<file path="src/rtl/hpm_pkg.sv">
package hpm_pkg;
  // Number of event codes beyond "none" (1 = cycles, 2..6 = strobed events).
  localparam int NUM_EVT = 6;
  localparam int SEL_W = $clog2(NUM_EVT + 1);

  // Counter numbering and CSR placement.
  localparam int FIRST_IDX = 3;
  localparam int LAST_IDX = 31;
  localparam int INH_ADDR = 'h320;
  localparam int SEL_BASE = 'h320;
  localparam int CNT_BASE = 'hB00;

  typedef enum logic [SEL_W-1:0] {
    EV_NONE    = 3'd0,
    EV_CYCLE   = 3'd1,
    EV_RETIRE  = 3'd2,
    EV_LOAD    = 3'd3,
    EV_STORE   = 3'd4,
    EV_BRANCH  = 3'd5,
    EV_MULWAIT = 3'd6
  } evt_code_e;
endpackage

</file>
<file path="src/rtl/hpm_sel_reg.sv">
module hpm_sel_reg
  import hpm_pkg::*;
#(
  parameter int DATA_W = 64
) (
  input  logic              clk_i,
  input  logic              rst_ni,
  input  logic              we_i,
  input  logic [DATA_W-1:0] wdata_i,
  output logic [SEL_W-1:0]  sel_o
);
  // The whole data word is compared, so a stray upper bit makes the write illegal.
  logic legal;
  assign legal = (wdata_i <= DATA_W'(NUM_EVT));

  always_ff @(posedge clk_i) begin
    if (!rst_ni) begin
      sel_o <= EV_NONE;
    end else if (we_i) begin
      sel_o <= legal ? wdata_i[SEL_W-1:0] : EV_NONE;
    end
  end
endmodule

</file>
<file path="src/rtl/hpm_evt_pick.sv">
module hpm_evt_pick
  import hpm_pkg::*;
(
  input  logic [SEL_W-1:0]   sel_i,
  input  logic [NUM_EVT-2:0] evt_i,
  output logic               hit_o
);
  // Code 0 never fires, code 1 always fires, codes 2.. map onto the strobe bus.
  logic [NUM_EVT:0] src;
  assign src   = {evt_i, 1'b1, 1'b0};
  assign hit_o = src[sel_i];
endmodule

</file>
<file path="src/rtl/hpm_counter.sv">
module hpm_counter #(
  parameter int CTR_W = 48
) (
  input  logic             clk_i,
  input  logic             rst_ni,
  input  logic             we_i,
  input  logic [CTR_W-1:0] wdata_i,
  input  logic             inc_i,
  output logic [CTR_W-1:0] cnt_o
);
  // A software write takes precedence; the concurrent increment is lost.
  always_ff @(posedge clk_i) begin
    if (!rst_ni) begin
      cnt_o <= '0;
    end else if (we_i) begin
      cnt_o <= wdata_i;
    end else if (inc_i) begin
      cnt_o <= cnt_o + 1'b1;
    end
  end
endmodule

</file>
<file path="src/rtl/hpm_bank.sv">
module hpm_bank
  import hpm_pkg::*;
#(
  parameter int NUM_CTR = 4,
  parameter int CTR_W   = 48,
  parameter int DATA_W  = 64,
  parameter int ADDR_W  = 12
) (
  input  logic               clk_i,
  input  logic               rst_ni,
  input  logic [ADDR_W-1:0]  csr_addr_i,
  input  logic               csr_we_i,
  input  logic [DATA_W-1:0]  csr_wdata_i,
  output logic [DATA_W-1:0]  csr_rdata_o,
  input  logic [NUM_EVT-2:0] evt_i
);
  localparam int LAST_IMPL = FIRST_IDX + NUM_CTR - 1;

  logic [NUM_CTR-1:0]            inh_q;
  logic [NUM_CTR-1:0][SEL_W-1:0] sel_q;
  logic [NUM_CTR-1:0][CTR_W-1:0] cnt_q;
  logic [NUM_CTR-1:0]            hit;
  logic [NUM_CTR-1:0]            inc;

  // Inhibit register: only bits of implemented counters are kept.
  logic inh_we;
  assign inh_we = csr_we_i && (csr_addr_i == ADDR_W'(INH_ADDR));

  always_ff @(posedge clk_i) begin
    if (!rst_ni) begin
      inh_q <= '0;
    end else if (inh_we) begin
      inh_q <= csr_wdata_i[FIRST_IDX +: NUM_CTR];
    end
  end

  // One slice per implemented counter.
  for (genvar g = 0; g < NUM_CTR; g++) begin : g_slot
    localparam int N = FIRST_IDX + g;
    logic sel_we;
    logic cnt_we;
    assign sel_we = csr_we_i && (csr_addr_i == ADDR_W'(SEL_BASE + N));
    assign cnt_we = csr_we_i && (csr_addr_i == ADDR_W'(CNT_BASE + N));

    hpm_sel_reg #(.DATA_W(DATA_W)) u_sel (
      .clk_i  (clk_i),
      .rst_ni (rst_ni),
      .we_i   (sel_we),
      .wdata_i(csr_wdata_i),
      .sel_o  (sel_q[g])
    );

    hpm_evt_pick u_pick (
      .sel_i(sel_q[g]),
      .evt_i(evt_i),
      .hit_o(hit[g])
    );

    assign inc[g] = hit[g] & ~inh_q[g];

    hpm_counter #(.CTR_W(CTR_W)) u_cnt (
      .clk_i  (clk_i),
      .rst_ni (rst_ni),
      .we_i   (cnt_we),
      .wdata_i(csr_wdata_i[CTR_W-1:0]),
      .inc_i  (inc[g]),
      .cnt_o  (cnt_q[g])
    );
  end

  // Read mux: unmatched addresses, including unimplemented slots, return zero.
  always_comb begin
    csr_rdata_o = '0;
    if (csr_addr_i == ADDR_W'(INH_ADDR)) begin
      csr_rdata_o[FIRST_IDX +: NUM_CTR] = inh_q;
    end
    for (int k = 0; k < NUM_CTR; k++) begin
      if (csr_addr_i == ADDR_W'(SEL_BASE + FIRST_IDX + k)) begin
        csr_rdata_o[SEL_W-1:0] = sel_q[k];
      end
      if (csr_addr_i == ADDR_W'(CNT_BASE + FIRST_IDX + k)) begin
        csr_rdata_o[CTR_W-1:0] = cnt_q[k];
      end
    end
  end

  // Upper bound on counter numbering; referenced so the limit is visible here.
  if (LAST_IMPL > LAST_IDX) begin : g_bad_count
    logic unused_over;
    assign unused_over = 1'b0;
  end
endmodule

</file>
<file path="config.mk">
export PLATFORM = sky130hd
export DESIGN_NAME = hpm_bank
export DESIGN_NICKNAME = d
export VERILOG_FILES = /design/src/rtl/hpm_pkg.sv /design/src/rtl/hpm_sel_reg.sv /design/src/rtl/hpm_evt_pick.sv /design/src/rtl/hpm_counter.sv /design/src/rtl/hpm_bank.sv
export SDC_FILE = /design/constraint.sdc
export NUM_CORES = 1
export LEC_CHECK = 0
export BUFFER_PORTS_ARGS = -buffer_cell sky130_fd_sc_hd__clkbuf_2
export CORE_UTILIZATION = 30
export CTS_CLUSTER_SIZE = 40
export DETAILED_ROUTE_END_ITERATION = 10
export GPL_TIMING_DRIVEN = 0
export PLACE_DENSITY = 0.49
export SLEW_MARGIN = 30
export SYNTH_ARGS = -nofsm -noshare
export SYNTH_HDL_FRONTEND = slang
export SYNTH_HIERARCHICAL = 1
export SYNTH_SLANG_ARGS = --single-unit
export TNS_END_PERCENT = 30
</file>
<file path="constraint.sdc">
create_clock -name clk_i -period 2.96 [get_ports clk_i]
set_clock_uncertainty 0.1 [all_clocks]
set_input_delay 0.296 -clock clk_i [delete_from_list [all_inputs] [get_ports clk_i]]
set_output_delay 0.296 -clock clk_i [all_outputs]
set_load 0.01 [all_outputs]
</file>
# Yosys cells after proc, flatten, opt, wreduce, memory -nomap -nowiden

Cells that the tools add are included.

Output and inout port bits: 64
Bits in registers: 208
Logic and storage cells: 74
Input bits: 84

Muxes and demuxes: 26
$add $sub $neg: 4
Eq/ne operators: 9
Reductions and logical operators: 13
Bitwise logic cells: 8
Order comparisons: 5

Operators by type and width:

| cell                  | count |
|---|---|
| $mux 48               | 12 |
| $add 48x1->48 const B | 4 |
| $le 64x3->1 const B   | 1 |
| $eq 12x10->1 const B  | 5 |
| $eq 12x12->1 const B  | 4 |
| $lt 3x4->1 const B    | 4 |
| $mux 3                | 5 |
| $bmux 1 s3            | 4 |
| $logic_and 1x1->1     | 9 |
| $reduce_bool 2->1     | 4 |
| $and 1x1->1           | 4 |
| $mux 1                | 4 |
| $mux 4                | 1 |
| $not 1->1             | 4 |

# Depth between registers and ports, before layout

Depth in word-level cells: 9
Gate-level depth with buffers: 12
Depth with buffers taken out: 9

# Modules after synthesis

Netlist, hierarchy kept.

Modules (own cells, without submodules):

| module       | cells each | area an instance (um^2) | sequential area each (um^2) | instances |
|---|---|---|---|---|
| hpm_counter  | 362        | 2,869.0                 | 960.9                       | 4 |
| hpm_bank     | 289        | 2,010.7                 | 80.1                        | 1 |
| hpm_sel_reg  | 37         | 272.8                   | 60.1                        | 4 |
| hpm_evt_pick | 9          | 57.6                    | 0.0                         | 4 |

# Worst setup path before layout

Ideal clock, no wire load.

Path kind: input port to flip-flop
Start: input port csr_addr_i[10]
End: register g_slot[3].u_cnt.cnt_o[47]
Required time: 2.738 ns
Path buffers: 2
Data arrival time: 2.222 ns
Slack: 0.516 ns
Cell stages on the path: 10
Library setup time: 0.122 ns
Cell sequence: and3b_1 > clkbuf_1 > nand2_1 > nor2_4 > buf_2 > and2_1 > clkinv_1 > and3_2 > o311a_1 > a221o_1

Longest elaborated chain between the ends: 3
Elaborated cells between the ends (all ways): 4
Those cells by class: eq/ne (1); mux (1); reduce/logical (2)

Ends and longest elaborated chain:

| element                                      | line              | source |
|---|---|---|
| start, declared                              | hpm_bank.sv:11    | `input logic [ADDR_W-1:0] csr_addr_i,` |
| $eq 12x12->1 *                               | hpm_bank.sv:43    | `assign cnt_we = csr_we_i && (csr_addr_i == ADDR_W'(CNT_BASE + N));` |
| $logic_and 1x1->1 *                          | hpm_bank.sv:43    |  |
| named net g_slot[3].cnt_we                   | hpm_bank.sv:41    | `logic cnt_we;` |
| $mux 48 or $reduce_bool 2->1 (tied branches) | --                |  |
| end signal, assigned                         | hpm_counter.sv:16 | `cnt_o <= wdata_i;` |
| end signal, assigned                         | hpm_counter.sv:18 | `cnt_o <= cnt_o + 1'b1;` |
| end, declared                                | hpm_counter.sv:9  | `output logic [CTR_W-1:0] cnt_o` |

Mark *: on every way through the listed nets, which the timed path passes. The rest lies on a longest branch.
A chain may end at the register's enable or synchronous reset.

# Worst setup path after layout

Start: input port csr_addr_i[10]
End: output port csr_rdata_o[12]

Longest elaborated chain between the ends: 5
Elaborated cells between the ends (all ways): 8
Those cells by class: eq/ne (4); mux (4)

Ends and longest elaborated chain:

| element               | line           | source |
|---|---|---|
| $eq 12x12->1          | hpm_bank.sv:81 | `if (csr_addr_i == ADDR_W'(CNT_BASE + FIRST_IDX + k)) begin` |
| $mux 48 (3 in series) | hpm_bank.sv:81 |  |
| $mux 48 *             | hpm_bank.sv:81 |  |
| end, declared         | hpm_bank.sv:14 | `output logic [DATA_W-1:0] csr_rdata_o,` |

Mark *: on every way between the ends. The rest lies on a longest branch, timed or not.

==> impl_metrics.yaml <==
die:
  die_w_um: 224.2
  initial_core_util_pct: 30.31
  std_cell_rows: 81
  core_area_mm2: 0.04885
  die_area_mm2: 0.05025
  ioPinCount: 148
  die_h_um: 224.2
setup_path:
  arrival_ps: 2500
  path_max_fanout: 10
  rr_endpoint: "g_slot[1].u_cnt/cnt_o[30]$_SDFFE_PN0P_"
  r2r-start: "g_slot[1].u_sel/sel_o[1]$_SDFFE_PN0P_"
  path_cells: "clkbuf_2 > and3b_1 > clkbuf_1 > clkbuf_1 > nand3_1 > o21ai_0 > clkbuf_2"
  r2r_cells: 10
  path_class: "primary input to primary output"
  ff2ff_setup_slack_ps: 140
  path_delay_family: "buffers and inverters"
  worst-path-buf-inv: 4
  cp_slowest_cell: "o21ai_0"
  endpoint_kind: "primary output"
  cp-start-kind: "primary input"
  slowest_delay_ps: 500
  cp_data_required_time_ps: 2560
logic_synthesis:
  synthArstFlopShare_pct: 0
  yosysMostFrequentCell: "dfxtp_1"
  syn_inst: 1921
  synth.distinct_cells: 74
  yosysTopAreaCell: "dfxtp_1"
  ys_ff_latch: 208
  ys.flop_type: "dfxtp_1"
  synth-edff-count: 0
  synth.top_cell.area_share_pct: 28.12
  synth.area.top_cells: "dfxtp_1 (28%), o21ai_0 (5.7%), nand2_1 (4.6%)"
  yosys_warnings: 6
  synthTopCellsByCount: "dfxtp_1 (208), nand2_1 (182), o21ai_0 (170), nor2_1 (133), a21oi_1 (99)"
  synthesis.area_mm2: 0.01481
  syn_area_per_cell_um2: 7.708
  ys_seq_area_share_pct: 28.12
timing:
  slew_headroom_pct: 44.07
  slew_viol_final: 0
  rsz0062_at_grt: "no"
  fin_crit_sh_pct: 97.92
  finalSetupViolations: 0
  fin_tns_setup_ps: 0
  finalWorstPathRequiredPeriod_ps: 2898
  worst_slew_pin_slew_ps: 831.3
  fmax_mhz: 345.0
  final_hold_viol_count: 0
  hold_slack_ps: 91.65
pwr:
  peakVddDrop_uv: 416.3
  p_clk_share_pct: 50.7
  combPwrFrac_pct: 7.1
  cellPowerDensity_mw_per_mm2: 382.7
  sw_frac_of_total_pct: 26.14
  power_switching_mw: 1.738
  internal_power_mw: 4.910
  power.total_mw: 6.649
  seqPwrFrac_pct: 42.1
  p_leak_nw: 5.698
finish:
  layout-drive-gt1-share_pct: 16.12
  fin_area_mm2: 0.01737
  fin_nets: 2194
  diodes: 0
  nFillCells: 5219
  area_growth_syn_to_layout_pct: 17.30
worst_hold_path:
  hold-path-endpoint: "g_slot[1].u_cnt/cnt_o[7]$_SDFFE_PN0P_"
  min_path_cells: 3
  hold_class: "primary input to flip-flop"
  hp-start: "csr_wdata_i[7]"
route:
  antenna_left: 0
  num_vias: 17030
  first_iter_violations: 2182
  drc_errors: 0
  viasPerCell: 6.114
  dr.pass1.iters: 6
  wl_um: 71560
  routedWlPerCell_um: 25.70
global_route:
  grt_usage_pct: 27.73
  grtUsageMet2_pct: 44.08
  antenna_found_initial: 0
  grt_remaining_overflow: 0
  grt_max_degree: 45
  gr-max-usage-layer: "met2"
  grt_first_pass_wirelength_um: 103900
  met3_usage_pct: 4.184
  use_met1_pct: 37.78
  first_global_vias: 15550
clock_tree:
  root_buffer: "clkbuf_16"
  cts_num_sinks: 208
  cts_tree: "built"
  cts_made_buffers: 28
  cts_buffer_depth: 3
  htreeDepth: 1
  ctsHoldBuffers: 0
  clk_latency_ps: 580
  clkTransAtPathRegs_ps: 60
placement:
  place_hpwl_um: 55670
  io_buffers: 129
  place_area_mm2: 0.01634
  gp_congestion: 1.008
status:
  outcome: "completed"
flow_run:
  max_cap_violations: 0
==> kinds of logic (layout without fill, tap and decap cells) <==
family,after synthesis,after routing,synth area share (%)
fa+ha+maj,4,4,0.3380
mux,36,36,2.467
other cells,1,16,0.02532
buf+inv,163,348,5.729
compound gates,566,566,24.62
simple gates,863,863,33.97
flops,208,208,28.12
xor+xnor,80,80,4.732
==> placed cells by master (no fill, tap or decap), drive strengths merged, types with 16 or more instances in the layout <==
| cell | synthesis | final |
|---|---|---|
| or2 | 16 | 16 |
| xnor2 | 16 | 16 |
| nand3 | 52 | 52 |
| nand4 | 104 | 104 |
| nand2 | 184 | 184 |
| conb | 1 | 16 |
| a31oi | 68 | 68 |
| inv | 26 | 27 |
| nor3 | 59 | 59 |
| and4 | 24 | 24 |
| o21ai | 190 | 190 |
| dfxtp | 208 | 208 |
| a21oi | 99 | 99 |
| o31ai | 36 | 36 |
| and2 | 27 | 27 |
| a22oi | 58 | 58 |
| o211ai | 28 | 28 |
| or3 | 37 | 37 |
| nor2 | 134 | 134 |
| clkbuf | 77 | 243 |
| nor4 | 68 | 68 |
| nor2b | 16 | 16 |
| a221o | 39 | 39 |
| a211oi | 16 | 16 |
| mux2i | 32 | 32 |
| and3 | 32 | 32 |
| or4 | 69 | 69 |
| buf | 56 | 72 |
| xor2 | 64 | 64 |
==> area by class of cell <==
type / instances / area [um^2] / share of cell area [%]
Sequential cell: 208 / 4164 / 23.97
Timing Repair Buffer: 143 / 753.2 / 4.336
Buffer: 130 / 732.0 / 4.214
Multi-Input combinational cell: 1565 / 9899 / 56.99
Clock buffer: 42 / 834.6 / 4.804
Inverter: 30 / 116.4 / 0.6699
Tap cell: 664 / 830.8 / 4.783
Clock inverter: 3 / 40.04 / 0.2305
==> per-layer routing <==
metal	wire, um	vias to the layer above
met3	6110	148
met2	32060	878
met5	0	-
met4	2699	0
li1	-	7779
met1	30690	8222
==> worst max path at each step <==
stage                                                startpoint                                endpoint  slack [ps]  depth (start not counted)
after floorplan                                  csr_addr_i[10]  g_slot[3].u_cnt/cnt_o[47]$_SDFFE_PN0P_         520                         10
after global placement                            csr_addr_i[3]   g_slot[0].u_cnt/cnt_o[5]$_SDFFE_PN0P_       -1180                         10
after detailed placement                          csr_addr_i[3]  g_slot[0].u_cnt/cnt_o[44]$_SDFFE_PN0P_       -1220                         10
after CTS                                        csr_addr_i[10]   g_slot[3].u_cnt/cnt_o[3]$_SDFFE_PN0P_           4                         11
after global routing      g_slot[2].u_sel/sel_o[1]$_SDFFE_PN0P_  g_slot[2].u_cnt/cnt_o[30]$_SDFFE_PN0P_          10                         10
final                                            csr_addr_i[10]                         csr_rdata_o[12]          60                          7
==> power by group through the flow <==
stage / Combinational [mW] / Clock (mW) / Sequential (mW)
CTS: 0.455 / 3.42 / 2.80
global route: 0.497 / 3.53 / 2.80
floorplan: 0.163 / 0 / 2.86
detailed placement: 0.453 / 0 / 2.86
finish: 0.473 / 3.37 / 2.80
global placement: 0.449 / 0 / 2.86
==> flip-flops by register name, summed over array words and instances (netlist names) <==
register            cells
g_slot.u_cnt/cnt_o    192
inh_q                   4
g_slot.u_sel/sel_o     12
==> what timing repair did <==
item,in CTS,in global routing
pin swaps,6,3
resized for setup,10,15
endpoints found under the setup margin,125,99
setup buffers,10,4
==> through the flow <==
step	std cells	utilization, %	worst slack [ps]
floorplan	1936	-	515.8
global placement	2729	33.45	-1184
detailed placement	2729	33.46	-1218
CTS	2784	35.45	4.136
global route	2785	35.56	12.08
finish	2785	35.56	61.55
==> tightest hold or removal path: stages <==
cell      delay [ps]
clkbuf_2         210
nor2_1           140
a311oi_1          60
(Power assumes the default switching activity.)
